File: src/rtl/cfgser_pkg.sv
package cfgser_pkg;

    localparam int ADDR_W  = 7;
    localparam int DATA_W  = 8;
    localparam int FRAME_W = ADDR_W + 1 + DATA_W;

    typedef enum logic [2:0] {
        ST_IDLE,
        ST_LOW,
        ST_HIGH,
        ST_TAIL,
        ST_GAP
    } seq_state_t;

    typedef struct packed {
        logic [ADDR_W-1:0] addr;
        logic              wr;
        logic [DATA_W-1:0] data;
    } frame_t;

    // Build the shift image of one frame; a read carries zeros in its data slot.
    function automatic frame_t make_frame(input logic [ADDR_W-1:0] addr,
                                          input logic              wr,
                                          input logic [DATA_W-1:0] data);
        frame_t f;
        f.addr = addr;
        f.wr   = wr;
        f.data = wr ? data : '0;
        return f;
    endfunction

endpackage

File: src/rtl/cfgser_phase_timer.sv
module cfgser_phase_timer #(
    parameter int DIV_W = 8
) (
    input  logic             clk,
    input  logic             rst,
    input  logic             load,
    input  logic [DIV_W-1:0] div_i,
    output logic             phase_end
);
    logic [DIV_W-1:0] cnt;

    always_ff @(posedge clk) begin
        if (rst) begin
            cnt <= '0;
        end else if (load) begin
            cnt <= div_i;
        end else if (cnt != '0) begin
            cnt <= cnt - 1'b1;
        end
    end

    assign phase_end = (cnt == '0);

    // a freshly loaded count starts from the divider value.
    assert_load_value_R6: assert property (@(posedge clk) disable iff (rst)
        load |=> (cnt == $past(div_i)));

endmodule

File: src/rtl/cfgser_shifter.sv
module cfgser_shifter
    import cfgser_pkg::*;
(
    input  logic              clk,
    input  logic              rst,
    input  logic              load,
    input  frame_t            frame_in,
    input  logic              shift,
    input  logic              capture,
    input  logic              sdi,
    output logic              msb,
    output logic [DATA_W-1:0] rx_byte
);
    logic [FRAME_W-1:0] shreg;
    logic [DATA_W-1:0]  rx;

    always_ff @(posedge clk) begin
        if (rst) begin
            shreg <= '0;
        end else if (load) begin
            shreg <= frame_in;
        end else if (shift) begin
            shreg <= {shreg[FRAME_W-2:0], 1'b0};
        end
    end

    always_ff @(posedge clk) begin
        if (rst) begin
            rx <= '0;
        end else if (capture) begin
            rx <= {rx[DATA_W-2:0], sdi};
        end
    end

    assign msb     = shreg[FRAME_W-1];
    assign rx_byte = rx;

    // received bits enter at the LSB end and move up by one place.
    assert_rx_shift_R4: assert property (@(posedge clk) disable iff (rst)
        capture |=> (rx[DATA_W-1:1] == $past(rx[DATA_W-2:0])));

endmodule

File: src/rtl/cfgser_bulk_seq.sv
module cfgser_bulk_seq #(
    parameter int ADDR_W    = 7,
    parameter int BULK_LAST = 39
) (
    input  logic              clk,
    input  logic              rst,
    input  logic              advance,
    input  logic              clear,
    output logic [ADDR_W-1:0] addr,
    output logic              at_last
);
    localparam logic [ADDR_W-1:0] LAST_A = ADDR_W'(BULK_LAST);

    always_ff @(posedge clk) begin
        if (rst || clear) begin
            addr <= '0;
        end else if (advance) begin
            addr <= addr + 1'b1;
        end
    end

    assign at_last = (addr == LAST_A);

    // the table index only steps up by one or returns to zero.
    assert_bulk_order_R7: assert property (@(posedge clk) disable iff (rst)
        (addr != $past(addr)) |-> ((addr == $past(addr) + 1'b1) || (addr == '0)));

    // the index never runs past the last bulk address.
    assert_bulk_bound_R7: assert property (@(posedge clk) disable iff (rst)
        addr <= LAST_A);

endmodule

File: src/rtl/cfgser_master.sv
module cfgser_master
    import cfgser_pkg::*;
#(
    parameter int DIV_W     = 8,
    parameter int BULK_LAST = 39
) (
    input  logic              clk,
    input  logic              rst,
    input  logic [DIV_W-1:0]  div_i,
    input  logic              req_valid_i,
    input  logic              req_write_i,
    input  logic [ADDR_W-1:0] req_addr_i,
    input  logic [DATA_W-1:0] req_wdata_i,
    input  logic              bulk_start_i,
    output logic              ready_o,
    output logic [DATA_W-1:0] rd_data_o,
    output logic [ADDR_W-1:0] tbl_addr_o,
    input  logic [DATA_W-1:0] tbl_data_i,
    output logic              sel_o,
    output logic              sclk_o,
    output logic              sdo_o,
    input  logic              sdi_i
);
    localparam int BIT_W = $clog2(FRAME_W);
    localparam logic [BIT_W-1:0] LAST_BIT   = BIT_W'(FRAME_W - 1);
    localparam logic [BIT_W-1:0] FIRST_DATA = BIT_W'(ADDR_W + 1);

    seq_state_t       state;
    logic [BIT_W-1:0] bit_idx;
    logic             bulk_mode;
    logic             wr_mode;

    logic   phase_done;
    logic   start_bulk, start_single;
    logic   tmr_load, load_frame, do_shift, do_capture;
    logic   bulk_adv, bulk_clr, bulk_last, tail_done;
    frame_t frame_in;
    logic   msb;
    logic [ADDR_W-1:0] bulk_addr;

    // Bulk start has priority over a single request on the same ready cycle.
    assign start_bulk   = (state == ST_IDLE) && bulk_start_i;
    assign start_single = (state == ST_IDLE) && req_valid_i && !bulk_start_i;

    always_comb begin
        tail_done  = (state == ST_TAIL) && phase_done;
        tmr_load   = start_bulk || start_single || ((state != ST_IDLE) && phase_done);
        load_frame = start_bulk || start_single || ((state == ST_GAP) && phase_done);
        do_shift   = (state == ST_HIGH) && phase_done;
        do_capture = do_shift && !wr_mode && (bit_idx >= FIRST_DATA);
        bulk_adv   = tail_done && bulk_mode && !bulk_last;
        bulk_clr   = tail_done && !(bulk_mode && !bulk_last);
        if (start_single) begin
            frame_in = make_frame(req_addr_i, req_write_i, req_wdata_i);
        end else begin
            frame_in = make_frame(bulk_addr, 1'b1, tbl_data_i);
        end
    end

    always_ff @(posedge clk) begin
        if (rst) begin
            state     <= ST_IDLE;
            bit_idx   <= '0;
            bulk_mode <= 1'b0;
            wr_mode   <= 1'b0;
        end else begin
            case (state)
                ST_IDLE: begin
                    bit_idx <= '0;
                    if (start_bulk) begin
                        state     <= ST_LOW;
                        bulk_mode <= 1'b1;
                        wr_mode   <= 1'b1;
                    end else if (start_single) begin
                        state     <= ST_LOW;
                        bulk_mode <= 1'b0;
                        wr_mode   <= req_write_i;
                    end
                end
                ST_LOW: begin
                    if (phase_done) state <= ST_HIGH;
                end
                ST_HIGH: begin
                    if (phase_done) begin
                        if (bit_idx == LAST_BIT) begin
                            state   <= ST_TAIL;
                            bit_idx <= '0;
                        end else begin
                            state   <= ST_LOW;
                            bit_idx <= bit_idx + 1'b1;
                        end
                    end
                end
                ST_TAIL: begin
                    if (phase_done) begin
                        if (bulk_mode && !bulk_last) begin
                            state <= ST_GAP;
                        end else begin
                            state     <= ST_IDLE;
                            bulk_mode <= 1'b0;
                        end
                    end
                end
                ST_GAP: begin
                    if (phase_done) state <= ST_LOW;
                end
                default: state <= ST_IDLE;
            endcase
        end
    end

    cfgser_phase_timer #(.DIV_W(DIV_W)) i_timer (
        .clk       (clk),
        .rst       (rst),
        .load      (tmr_load),
        .div_i     (div_i),
        .phase_end (phase_done)
    );

    cfgser_shifter i_shifter (
        .clk      (clk),
        .rst      (rst),
        .load     (load_frame),
        .frame_in (frame_in),
        .shift    (do_shift),
        .capture  (do_capture),
        .sdi      (sdi_i),
        .msb      (msb),
        .rx_byte  (rd_data_o)
    );

    cfgser_bulk_seq #(.ADDR_W(ADDR_W), .BULK_LAST(BULK_LAST)) i_bulk (
        .clk     (clk),
        .rst     (rst),
        .advance (bulk_adv),
        .clear   (bulk_clr),
        .addr    (bulk_addr),
        .at_last (bulk_last)
    );

    assign ready_o    = (state == ST_IDLE);
    assign sel_o      = (state == ST_LOW) || (state == ST_HIGH) || (state == ST_TAIL);
    assign sclk_o     = (state == ST_HIGH);
    assign sdo_o      = msb;
    assign tbl_addr_o = bulk_addr;

    // clock pulses only inside a selected frame.
    assert_clk_in_frame_R2: assert property (@(posedge clk) disable iff (rst)
        sclk_o |-> sel_o);

    // select is released only with the clock low.
    assert_sel_drop_low_R2: assert property (@(posedge clk) disable iff (rst)
        $fell(sel_o) |-> !$past(sclk_o));

    // serial data holds steady while the clock stays high.
    assert_sdo_stable_high_R3: assert property (@(posedge clk) disable iff (rst)
        (sclk_o && $past(sclk_o)) |-> $stable(sdo_o));

    // an accepted request drops ready on the next cycle.
    assert_accept_busy_R5: assert property (@(posedge clk) disable iff (rst)
        (ready_o && (req_valid_i || bulk_start_i)) |=> !ready_o);

endmodule

File: config.mk
export PLATFORM = sky130hd
export DESIGN_NAME = cfgser_master
export DESIGN_NICKNAME = d
export VERILOG_FILES = /design/src/rtl/cfgser_pkg.sv /design/src/rtl/cfgser_phase_timer.sv /design/src/rtl/cfgser_shifter.sv /design/src/rtl/cfgser_bulk_seq.sv /design/src/rtl/cfgser_master.sv
export SDC_FILE = /design/constraint.sdc
export NUM_CORES = 1
export LEC_CHECK = 0
export BUFFER_PORTS_ARGS = -buffer_cell sky130_fd_sc_hd__buf_2
export CAP_MARGIN = 20
export CORE_MARGIN = 2
export CORE_UTILIZATION = 30
export DETAILED_ROUTE_END_ITERATION = 16
export GPL_TIMING_DRIVEN = 0
export PLACE_DENSITY_LB_ADDON = 0.15
export REMOVE_ABC_BUFFERS = 1
export SYNTH_ARGS = -nofsm -noshare
export SYNTH_HDL_FRONTEND = slang
export SYNTH_SLANG_ARGS = --single-unit
File: constraint.sdc
create_clock -name clk -period 3.1 [get_ports clk]
set_input_delay 0.465 -clock clk [delete_from_list [all_inputs] [get_ports clk]]
set_output_delay 0.465 -clock clk [all_outputs]
set_load 0.01 [all_outputs]
==> impl_metrics.ini <==
[setup_path]
rr_worst_depth = 7
cp.buffers_inverters = 1
startpoint = i_timer.cnt[0]
reg2reg_from = i_timer.cnt[0]
crit_family = simple AND/OR/NAND/NOR gates
r2r-end = i_shifter.shreg[7]
cp_num_cells = 7
cp-start-kind = register
critical_path.cell_chain = inv_1, ha_1, or3b_2, or2_4, a2111o_1, a21o_1, a31oi_1
worstPathArrival_ps = 2850
crit_path_end_kind = register
crit_end = i_shifter.shreg[7]
ff2ff_setup_slack_ps = 480
criticalPathCategory = reg2reg
cp.required_ps = 3320
max_stage_delay_ps = 600
slowest_stage = or3b_2
path_max_fanout = 12

[finish]
fin_util = 0.361
drive_above_1_share = 0.233
regArea_um2 = 961
final.fill_count = 937
syn2layout_area_growth_pct = 18.1
layout.nets = 387
multi_input_area_um2 = 1400
diodes = 0

[logic_synthesis]
ys_seq_elements = 48
synthCells = 301
synth_edf_count = 0
syn_avg_cell_area_um2 = 8.23
seq_area_frac_synth = 0.388
synth_top_area_frac = 0.388
synth_common_cells = dfxtp_1, nor2_1, nand2_1, a21oi_1, nand3_1
yosys.area.top_type = dfxtp_1
yosys-top-cells-area = dfxtp_1, nor2_1, nand2_1, mux2i_1, mux2_2
yosys_warnings = 0
synth.most_common_cell = dfxtp_1
yosys.cell_types.count = 47
syn-cell-area_um2 = 2480
ys.flop_type = dfxtp_1
async_flop_share = 0

[route]
totalWireLength_mm = 6.15
drtAntennaViolNets = 0
drt_iter0_drc = 108
wl_per_cell_um = 13.6
vias = 2244
post_drt_via_cell_ratio = 4.96
drc_errors = 0
dr.pass1.iters = 4

[sta]
holdWs_ps = 391
max_freq_mhz = 381
hold_viol_final = 0
worst_pin_slew_ps = 825
rsz0062_at_grt = no
period_share = 0.846
period_minus_slack_ps = 2620
slew_headroom = 0.450
fin_skew_ps = 5.93
setup_viol = 0
final_max_slew_viol_count = 0

[grt]
busiest_layer = met2
gr-total-overflow = 0
antenna_found_initial = 0
use_met3 = 0.0327
grt_pass1_vias = 2090
grtUsageMet2 = 0.229
grt_pass1_wl_mm = 10.4
grt_max_degree = 44
grt_use_total = 0.146
use_met1 = 0.204

[die]
dieArea_um2 = 9000
die_y_um = 94.9
start_util = 0.306
coreArea_um2 = 8090
core.rowCount = 33
ios = 56
die_width_um = 94.9

[outcome]
outcome = complete, no violations

[clocking]
hold_buffers = 0
clock-root-buffer = clkbuf_8
cts-buffers-inserted = 5
htreeDepth = 2
cts_buffer_depth = 2
cts_setup_buffers = 0
cts_tree = done
cts.clk_slew.worst_paths_ps = 90
insertion_delay_ps = 300
cts_resized = 0
clkSinkCount = 48

[power_and_ir_drop]
pwr-share-seq = 0.449
vdd_drop_max_mv = 0.190
p_int_mw = 1.07
switching_power_mw = 0.592
pwr_density_cell_nw_per_um2 = 567
switching_share = 0.357
comb_power_share = 0.311
p_clk_frac = 0.240
leakagePower_nw = 1.27

[placed_design]
io_buffers = 55
place_congestion = 0.708
dp_hpwl_mm = 4.23

[run]
maxCapViolations = 0

[min_path]
min-delay-start = div_i[3]
hp-class = in2reg
metrics by stage:
stage / cells / TNS [ps] / instance area, um2 / power (mW) / worst slack (ps)
global route: 452 / 0 / 2920 / 1.79 / 220
detailed placement: 443 / 0 / 2810 / 1.27 / 91.6
CTS: 451 / 0 / 2910 / 1.68 / 54.5
global placement: 441 / -17690 / 2790 / 1.26 / -1290
finish: 452 / 0 / 2920 / 1.66 / 477
floorplan: 281 / -158 / 2380 / 1.11 / -19.7
worst min path at each step:
stage	to	depth (start not counted)
detailed placement	i_shifter.shreg[8]	2
global route	i_timer.cnt[3]	3
CTS	i_timer.cnt[3]	3
global placement	i_shifter.shreg[8]	2
finish	i_timer.cnt[3]	3
floorplan	i_shifter.shreg[8]	2
cells by family after synthesis:
kind of cell               Yosys count  synth area share
AOI/OAI and AO/OA                   65             0.188
xor gates and xnor gates             9            0.0318
adders and majority gates            4            0.0202
buffers and inverters               28            0.0495
DFF                                 48             0.388
muxes                               16            0.0682
and+or+nand+nor                    131             0.254
routing by layer:
metal	share of wire	up-vias
li1	-	1169
met1	0.50	1029
met2	0.45	40
met3	0.040	6
met4	0.011	0
met5	0	-
final cells by class:
type,instances,area share
multi-input cells,225,0.480
flip-flops and latches,48,0.329
repair buffers,58,0.104
well taps,105,0.0449
clock buffers,6,0.0282
inverters,8,0.0103
clock inverters,2,0.00342
power groups by stage:
stage	Clock (mW)	Combinational (mW)	Sequential, mW
final	0.397	0.515	0.744
after floorplan	0	0.365	0.741
after CTS	0.417	0.518	0.744
after global routing	0.440	0.588	0.757
after global placement	0	0.505	0.757
after detailed placement	0	0.516	0.758
cells in the final DEF (no fill, tap or decap), types with 2 or more instances in the layout:
master / synthesis / layout
or4_1: 2 / 2
nor3b_1: 2 / 2
nor2_1: 39 / 39
mux2_2: 7 / 7
a21o_1: 10 / 10
mux2i_1: 9 / 9
xnor2_1: 5 / 5
clkbuf_8: 0 / 6
nor4_1: 5 / 5
nand2_1: 38 / 38
or3b_2: 2 / 2
nand3b_1: 5 / 5
a211oi_1: 2 / 2
nand3_1: 15 / 15
a222oi_1: 7 / 7
inv_1: 7 / 7
o21ai_0: 8 / 8
and3_1: 3 / 3
a31oi_1: 9 / 9
dfxtp_1: 48 / 48
o31ai_1: 2 / 2
or3_1: 3 / 3
xor2_1: 4 / 4
clkinv_2: 0 / 2
nor3_1: 11 / 10
nand4b_1: 2 / 2
a21oi_1: 15 / 15
ha_1: 4 / 4
buf_6: 2 / 2
buf_2: 2 / 55
sequential cells by signal, indices dropped and copies added, names as in the netlist:
register	flops
i_shifter.shreg	16
i_shifter.rx_byte	8
i_timer.cnt	8
i_bulk.addr	7
bit_idx	4
state	3
bulk_mode	1
wr_mode	1
worst reg2reg max path, cell delays in order, from the launching register on:
cell	delay [ps]
dfxtp_1	350
inv_1	60
ha_1	160
or3b_2	600
or2_4	390
a2111o_1	600
a21o_1	230
a31oi_1	160
No activity file was read; power rests on OpenSTA's default activity.
